==> config.mk <==
export PLATFORM = sky130hd
export DESIGN_NAME = ow_search_engine
export DESIGN_NICKNAME = d
export VERILOG_FILES = /design/src/rtl/ow_search_pkg.sv /design/src/rtl/ow_search_dp.sv /design/src/rtl/ow_search_ctl.sv /design/src/rtl/ow_search_engine.sv
export SDC_FILE = /design/constraint.sdc
export NUM_CORES = 1
export LEC_CHECK = 0
export ABC_AREA = 1
export BUFFER_PORTS_ARGS = -buffer_cell sky130_fd_sc_hd__buf_2
export CORE_MARGIN = 8
export CORE_UTILIZATION = 55
export CTS_CLUSTER_DIAMETER = 50
export DETAILED_ROUTE_END_ITERATION = 10
export HOLD_SLACK_MARGIN = 0.15
export PLACE_DENSITY_LB_ADDON = 0.3
export SYNTH_ARGS = -nofsm -noshare
export SYNTH_HDL_FRONTEND = slang
export SYNTH_SLANG_ARGS = --single-unit
==> constraint.sdc <==
create_clock -name clk -period 3.5 [get_ports clk]
set_input_delay 0.35 -clock clk [delete_from_list [all_inputs] [get_ports clk]]
set_output_delay 0.35 -clock clk [all_outputs]
set_load 0.05 [all_outputs]
==> src/rtl/ow_search_pkg.sv <==
package ow_search_pkg;

  typedef enum logic [1:0] {
    BUS_RESET = 2'd0,
    BUS_WRITE = 2'd1,
    BUS_READ  = 2'd2
  } busOp_e;

  // strobes from control to datapath
  typedef struct packed {
    logic beginPass;
    logic nextOpBit;
    logic latchId;
    logic latchCmp;
    logic commitBit;
    logic endPass;
    logic failSearch;
  } dpCtl_t;

endpackage

==> src/rtl/ow_search_dp.sv <==
module ow_search_dp
  import ow_search_pkg::*;
#(
  parameter int ROM_BITS = 64,
  parameter int OPC_W = 8,
  parameter logic [OPC_W-1:0] OPC = 8'hF0
) (
  input  logic                clk,
  input  logic                rstN,
  input  dpCtl_t              ctl,
  input  logic                busRdBit,
  output logic                opBit,
  output logic                dirBit,
  output logic                idBit,
  output logic                lastOpBit,
  output logic                lastRomBit,
  output logic [ROM_BITS-1:0] romCode,
  output logic                lastDevice
);

  localparam int IDX_W  = (ROM_BITS > 1) ? $clog2(ROM_BITS) : 1;
  localparam int DISC_W = $clog2(ROM_BITS + 1);
  localparam int OPI_W  = (OPC_W > 1) ? $clog2(OPC_W) : 1;

  logic [ROM_BITS-1:0] romReg;
  logic [IDX_W-1:0]    bitIdx;
  logic [OPI_W-1:0]    opIdx;
  logic                idReg, cmpReg;
  logic [DISC_W-1:0]   lastDisc, newDisc, discNow, pos;
  logic                restart, lastDevReg, dir, takeZero;

  assign pos        = DISC_W'(bitIdx) + DISC_W'(1);
  assign opBit      = OPC[opIdx];
  assign lastOpBit  = (opIdx == OPI_W'(OPC_W - 1));
  assign lastRomBit = (bitIdx == IDX_W'(ROM_BITS - 1));
  assign idBit      = idReg;
  assign dirBit     = dir;
  assign romCode    = romReg;
  assign lastDevice = lastDevReg;

  // branch decision
  always_comb begin
    unique case ({idReg, cmpReg})
      2'b01:   dir = 1'b0;
      2'b10:   dir = 1'b1;
      default: begin
        if (pos < lastDisc)       dir = romReg[bitIdx];
        else if (pos == lastDisc) dir = 1'b1;
        else                      dir = 1'b0;
      end
    endcase
    takeZero = !idReg && !cmpReg && !dir;
    discNow  = (ctl.commitBit && takeZero) ? pos : newDisc;
  end

  always_ff @(posedge clk or negedge rstN) begin
    if (!rstN) begin
      romReg     <= '0;
      bitIdx     <= '0;
      opIdx      <= '0;
      idReg      <= 1'b0;
      cmpReg     <= 1'b0;
      lastDisc   <= '0;
      newDisc    <= '0;
      restart    <= 1'b1;
      lastDevReg <= 1'b0;
    end else begin
      if (ctl.beginPass) begin
        bitIdx     <= '0;
        opIdx      <= '0;
        newDisc    <= '0;
        lastDevReg <= 1'b0;
        if (restart) begin
          lastDisc <= '0;
          restart  <= 1'b0;
        end
      end
      if (ctl.nextOpBit) opIdx <= opIdx + OPI_W'(1);
      if (ctl.latchId)   idReg  <= busRdBit;
      if (ctl.latchCmp)  cmpReg <= busRdBit;
      if (ctl.commitBit) begin
        romReg[bitIdx] <= dir;
        newDisc        <= discNow;
        if (!lastRomBit) bitIdx <= bitIdx + IDX_W'(1);
      end
      if (ctl.endPass) begin
        lastDisc <= discNow;
        if (discNow == '0) begin
          lastDevReg <= 1'b1;
          restart    <= 1'b1;
        end
      end
      if (ctl.failSearch) restart <= 1'b1;
    end
  end

endmodule

==> src/rtl/ow_search_ctl.sv <==
module ow_search_ctl
  import ow_search_pkg::*;
(
  input  logic       clk,
  input  logic       rstN,
  input  logic       start,
  input  logic       busDone,
  input  logic       busPresence,
  input  logic       busRdBit,
  input  logic       opBit,
  input  logic       dirBit,
  input  logic       idBit,
  input  logic       lastOpBit,
  input  logic       lastRomBit,
  output dpCtl_t     ctl,
  output logic       busReq,
  output logic [1:0] busOp,
  output logic       busWrBit,
  output logic       busy,
  output logic       done,
  output logic       noDevice,
  output logic       searchErr
);

  typedef enum logic [2:0] {
    S_IDLE, S_RST, S_OPC, S_RDID, S_RDCMP, S_WR, S_DONE
  } state_e;

  state_e state, nextState;
  logic   pend, nextPend;
  logic   setNoDev, setErr;

  assign busy = (state != S_IDLE);
  assign done = (state == S_DONE);

  always_comb begin
    nextState = state;
    nextPend  = pend;
    ctl       = '0;
    busReq    = 1'b0;
    busOp     = BUS_READ;
    busWrBit  = 1'b0;
    setNoDev  = 1'b0;
    setErr    = 1'b0;
    unique case (state)
      S_RST:   busOp = BUS_RESET;
      S_OPC:   begin busOp = BUS_WRITE; busWrBit = opBit;  end
      S_WR:    begin busOp = BUS_WRITE; busWrBit = dirBit; end
      default: busOp = BUS_READ;
    endcase
    if (state == S_IDLE) begin
      if (start) begin
        ctl.beginPass = 1'b1;
        nextState     = S_RST;
      end
    end else if (state == S_DONE) begin
      nextState = S_IDLE;
    end else if (!pend) begin
      busReq   = 1'b1;
      nextPend = 1'b1;
    end else if (busDone) begin
      nextPend = 1'b0;
      unique case (state)
        S_RST: begin
          if (busPresence) nextState = S_OPC;
          else begin
            setNoDev       = 1'b1;
            ctl.failSearch = 1'b1;
            nextState      = S_DONE;
          end
        end
        S_OPC: begin
          ctl.nextOpBit = 1'b1;
          if (lastOpBit) nextState = S_RDID;
        end
        S_RDID: begin
          ctl.latchId = 1'b1;
          nextState   = S_RDCMP;
        end
        S_RDCMP: begin
          if (idBit && busRdBit) begin
            setErr         = 1'b1;
            ctl.failSearch = 1'b1;
            nextState      = S_DONE;
          end else begin
            ctl.latchCmp = 1'b1;
            nextState    = S_WR;
          end
        end
        S_WR: begin
          ctl.commitBit = 1'b1;
          if (lastRomBit) begin
            ctl.endPass = 1'b1;
            nextState   = S_DONE;
          end else begin
            nextState = S_RDID;
          end
        end
        default: nextState = S_IDLE;
      endcase
    end
  end

  always_ff @(posedge clk or negedge rstN) begin
    if (!rstN) begin
      state     <= S_IDLE;
      pend      <= 1'b0;
      noDevice  <= 1'b0;
      searchErr <= 1'b0;
    end else begin
      state <= nextState;
      pend  <= nextPend;
      if (ctl.beginPass) begin
        noDevice  <= 1'b0;
        searchErr <= 1'b0;
      end
      if (setNoDev) noDevice  <= 1'b1;
      if (setErr)   searchErr <= 1'b1;
    end
  end

endmodule

==> src/rtl/ow_search_engine.sv <==
module ow_search_engine
  import ow_search_pkg::*;
#(
  parameter int ROM_BITS = 64,
  parameter int OPC_W = 8,
  parameter logic [OPC_W-1:0] OPC = 8'hF0
) (
  input  logic                clk,
  input  logic                rstN,
  input  logic                start,
  output logic                busReq,
  output logic [1:0]          busOp,
  output logic                busWrBit,
  input  logic                busDone,
  input  logic                busPresence,
  input  logic                busRdBit,
  output logic                busy,
  output logic                done,
  output logic [ROM_BITS-1:0] romCode,
  output logic                lastDevice,
  output logic                noDevice,
  output logic                searchErr
);

  dpCtl_t ctl;
  logic   opBit, dirBit, idBit, lastOpBit, lastRomBit;

  ow_search_ctl u_ctl (
    .clk(clk), .rstN(rstN), .start(start),
    .busDone(busDone), .busPresence(busPresence), .busRdBit(busRdBit),
    .opBit(opBit), .dirBit(dirBit), .idBit(idBit),
    .lastOpBit(lastOpBit), .lastRomBit(lastRomBit),
    .ctl(ctl), .busReq(busReq), .busOp(busOp), .busWrBit(busWrBit),
    .busy(busy), .done(done), .noDevice(noDevice), .searchErr(searchErr)
  );

  ow_search_dp #(.ROM_BITS(ROM_BITS), .OPC_W(OPC_W), .OPC(OPC)) u_dp (
    .clk(clk), .rstN(rstN), .ctl(ctl), .busRdBit(busRdBit),
    .opBit(opBit), .dirBit(dirBit), .idBit(idBit),
    .lastOpBit(lastOpBit), .lastRomBit(lastRomBit),
    .romCode(romCode), .lastDevice(lastDevice)
  );

endmodule

==> out/metrics.cfg <==
[outcome]
outcome=finished clean

[layout]
n_fill_cell=851
antenna_cells=0
nets=802
areaGrowthSynthToFinish_pct=14.8
layout-drive-gt1-share_pct=18.1

[logic_synthesis]
async_flop_share_pct=100
ys_seq_area_share_pct=44.9
synth_top_area_share_pct=44.4
synth_cell_types=33
synth_area_per_cell_um2=7.75
netlist_area_mm2=0.00541
synth_seq_cells=97
synth_fp_nets=716
ys_warn_count=0
yosys_most_used_dff=dfrtp_1
synth_area_leaders=dfrtp_1 44%, nand2_1 11%, inv_1 7.0%
synth_top_area_cell=dfrtp_1
synthCells=698
synth_edf_count=0

[cts]
cts-root-buf=clkbuf_8
clock_sinks=97
ctsLongestPathBuffers=2
clk_pin_slew_worst_paths_ns=0.09
cts_tree=built
cts_max_level=3
cts_buffers=9
clk-insertion-delay-late_ns=0.38

[timing]
period_minus_slack_ns=3.37
setup_slack_ns=0.134
setup_viol=0
fin_skew_ns=0.0117
fmax_mhz=297
max-slew-margin-rel_pct=61.0
final-hold-violation-count=0
finalCritPeriodShare_pct=96.2
worst_pin_slew_ns=0.585
setup-tns-final_ns=0
drv_slew=0

[route]
num_vias=5016
drtAntennaViolNets=0
first_pass_iters=8
viasPerCell=5.44
drt_iter0_drc=446
wl_um=14600
routedWlPerCell_um=15.8
drc=0

[die]
core_area_mm2=0.00968
start_util_pct=55.9
dieArea_mm2=0.0133
rows=36
dieHeight_um=115
die_w_um=115
ios=79

[grt]
grt_pass1_vias=4902
track_usage_pct=22.5
antenna_found_initial=0
grt_first_pass_wirelength_um=23500
grt.overflow.total=0
grt_max_degree=59

[worst_setup_path]
critPathMaxStageDelay_ns=0.44
start_kind=register
critPathKind=reg2out
worstPathRequired_ns=3.15
worstPathArrival_ns=3.02
critPathTopFamily=simple AND/OR/NAND/NOR gates
path_buf_inv=5
worstPathMaxFanout=7
cpMaxStageDelayCell=dfrtp_2
end_kind=primary output
crit_chain=nand2_2 -> nor2_2 -> inv_2 -> nor2_1 -> inv_1 -> o21ai_1 -> o21a_1 -> inv_1 -> ha_4 -> nand4_1 -> a21oi_1 -> nor2_1 -> nand2_1 -> nor2_2 -> nand3_2 -> nand2_4 -> nand2_8 -> inv_4 -> o22ai_4 -> buf_6

[power]
peakVddDrop_mv=0.587
power_density_mw_per_mm2=562
p_leak_uw=0.00300

[placed_design]
gp_congestion=0.923
numPortBuffers=78
post-dp-hpwl_um=10500
place_ws_ns=0.125

[run]
cap_viol_max_count=0

[min_path]
hold_class=in2reg

## layer usage
metal	routed length [um]	track usage [%]	vias up	part of all wire (%)
met5	0	0	-	0
met4	287	8.93	0	2.0
met3	1370	5.93	32	9.4
met2	6970	37.8	231	48
met1	5960	27.0	2344	41
li1	-	-	2409	-
## path summary, 6_finish.rpt
check	from	end	slack [ns]	depth (start not counted)
max	u_dp.bitIdx[2]	busWrBit	0.13	20
min	busPresence	u_ctl.noDevice	0.27	4
max reg2reg	u_dp.bitIdx[2]	u_dp.romCode[50]	0.23	21
min reg2reg	u_dp.lastDevice	u_dp.lastDevice	0.49	2
max in group asynchronous	rstN	u_dp.bitIdx[2]	2.24	3
min in group asynchronous	rstN	u_dp.romCode[26]	0.45	2
## area by class of cell
| class | count | area [um2] | area share (%) |
|---|---|---|---|
| Timing Repair Buffer | 94 | 522 | 8.40 |
| Clock buffer | 12 | 135 | 2.17 |
| Multi-Input combinational cell | 474 | 2510 | 40.5 |
| Tap cell | 133 | 166 | 2.68 |
| Clock inverter | 4 | 30.0 | 0.483 |
| Inverter | 108 | 410 | 6.60 |
| Sequential cell | 97 | 2430 | 39.2 |
## Yosys cell counts (12+ instances only)
master / instances
o21ai_0: 31
nand3_1: 49
mux2i_1: 29
nor2_1: 94
ha_1: 12
a21oi_1: 22
dfrtp_1: 96
o211ai_1: 12
nand2_1: 165
inv_1: 101
## sequential cells by signal, summed over array words and instances, names as in the netlist
signal,count
u_dp.newDisc,7
u_dp.bitIdx,6
u_ctl.pend,1
u_dp.romCode,64
u_ctl.searchErr,1
u_ctl.state,3
u_dp.idBit,1
u_dp.restart,1
u_dp.cmpReg,1
u_dp.opIdx,3
u_dp.lastDisc,7
u_ctl.noDevice,1
u_dp.lastDevice,1
## what timing repair did
item	in CTS	in global routing
pin swaps	0	6
hold endpoints to repair	31	0
setup endpoints to repair	1	59
hold buffers	1	0
gates resized for setup	5	16
buffers inserted	0	5
## cells in the final DEF (no fill, tap or decap), types with 6 or more instances in the layout
master	n
o21ai_0	30
o22ai_1	6
nor2_2	6
buf_2	76
buf_4	16
o211ai_1	12
ha_1	10
nand4_1	8
nand3_1	49
dfrtp_1	91
nand2_1	163
nor2_1	91
inv_2	6
nor3_1	6
inv_1	100
clkbuf_8	9
mux2i_1	29
a21oi_1	21
o21a_1	8
o21ai_1	6
## through the flow
stage,std cells,hold WS (ns),util (%),power (uW),area (um2)
after global placement,900,0.308,61.1,2730,5920
after floorplan,698,0.0544,-,2470,5420
after global routing,922,0.285,64.2,3700,6210
final,922,0.271,64.2,3490,6210
after detailed placement,900,0.316,61.1,2760,5920
after CTS,917,0.267,63.1,3410,6110
## cells by family after synthesis
group,synth area share [%]
compound gates,10.5
xor+xnor,0.162
fa+ha+maj,2.78
buf+inv,9.94
flops,44.9
mux,5.37
simple gates,26.4
## power breakdown
group          switching, uW  leakage (uW)  internal, uW
Combinational           1150       0.00178           384
Clock                    404     0.0000688           260
Sequential              75.8       0.00115          1220
## worst register-to-register path, stage by stage (launching register included)
cell and delay (ns):
dfrtp_2 0.44, nand2_2 0.09, nor2_2 0.12, inv_2 0.07
nor2_1 0.08, inv_1 0.06, o21ai_1 0.18, o21a_1 0.19
inv_1 0.08, ha_4 0.22, nand4_1 0.10, a21oi_1 0.05
nor2_1 0.16, nand2_1 0.09, nor2_2 0.11, nand3_2 0.09
nand2_4 0.14, nand2_8 0.09, inv_4 0.08, buf_4 0.46
nand2_1 0.17, o21a_1 0.13
Power figures use the tool's default switching activity.
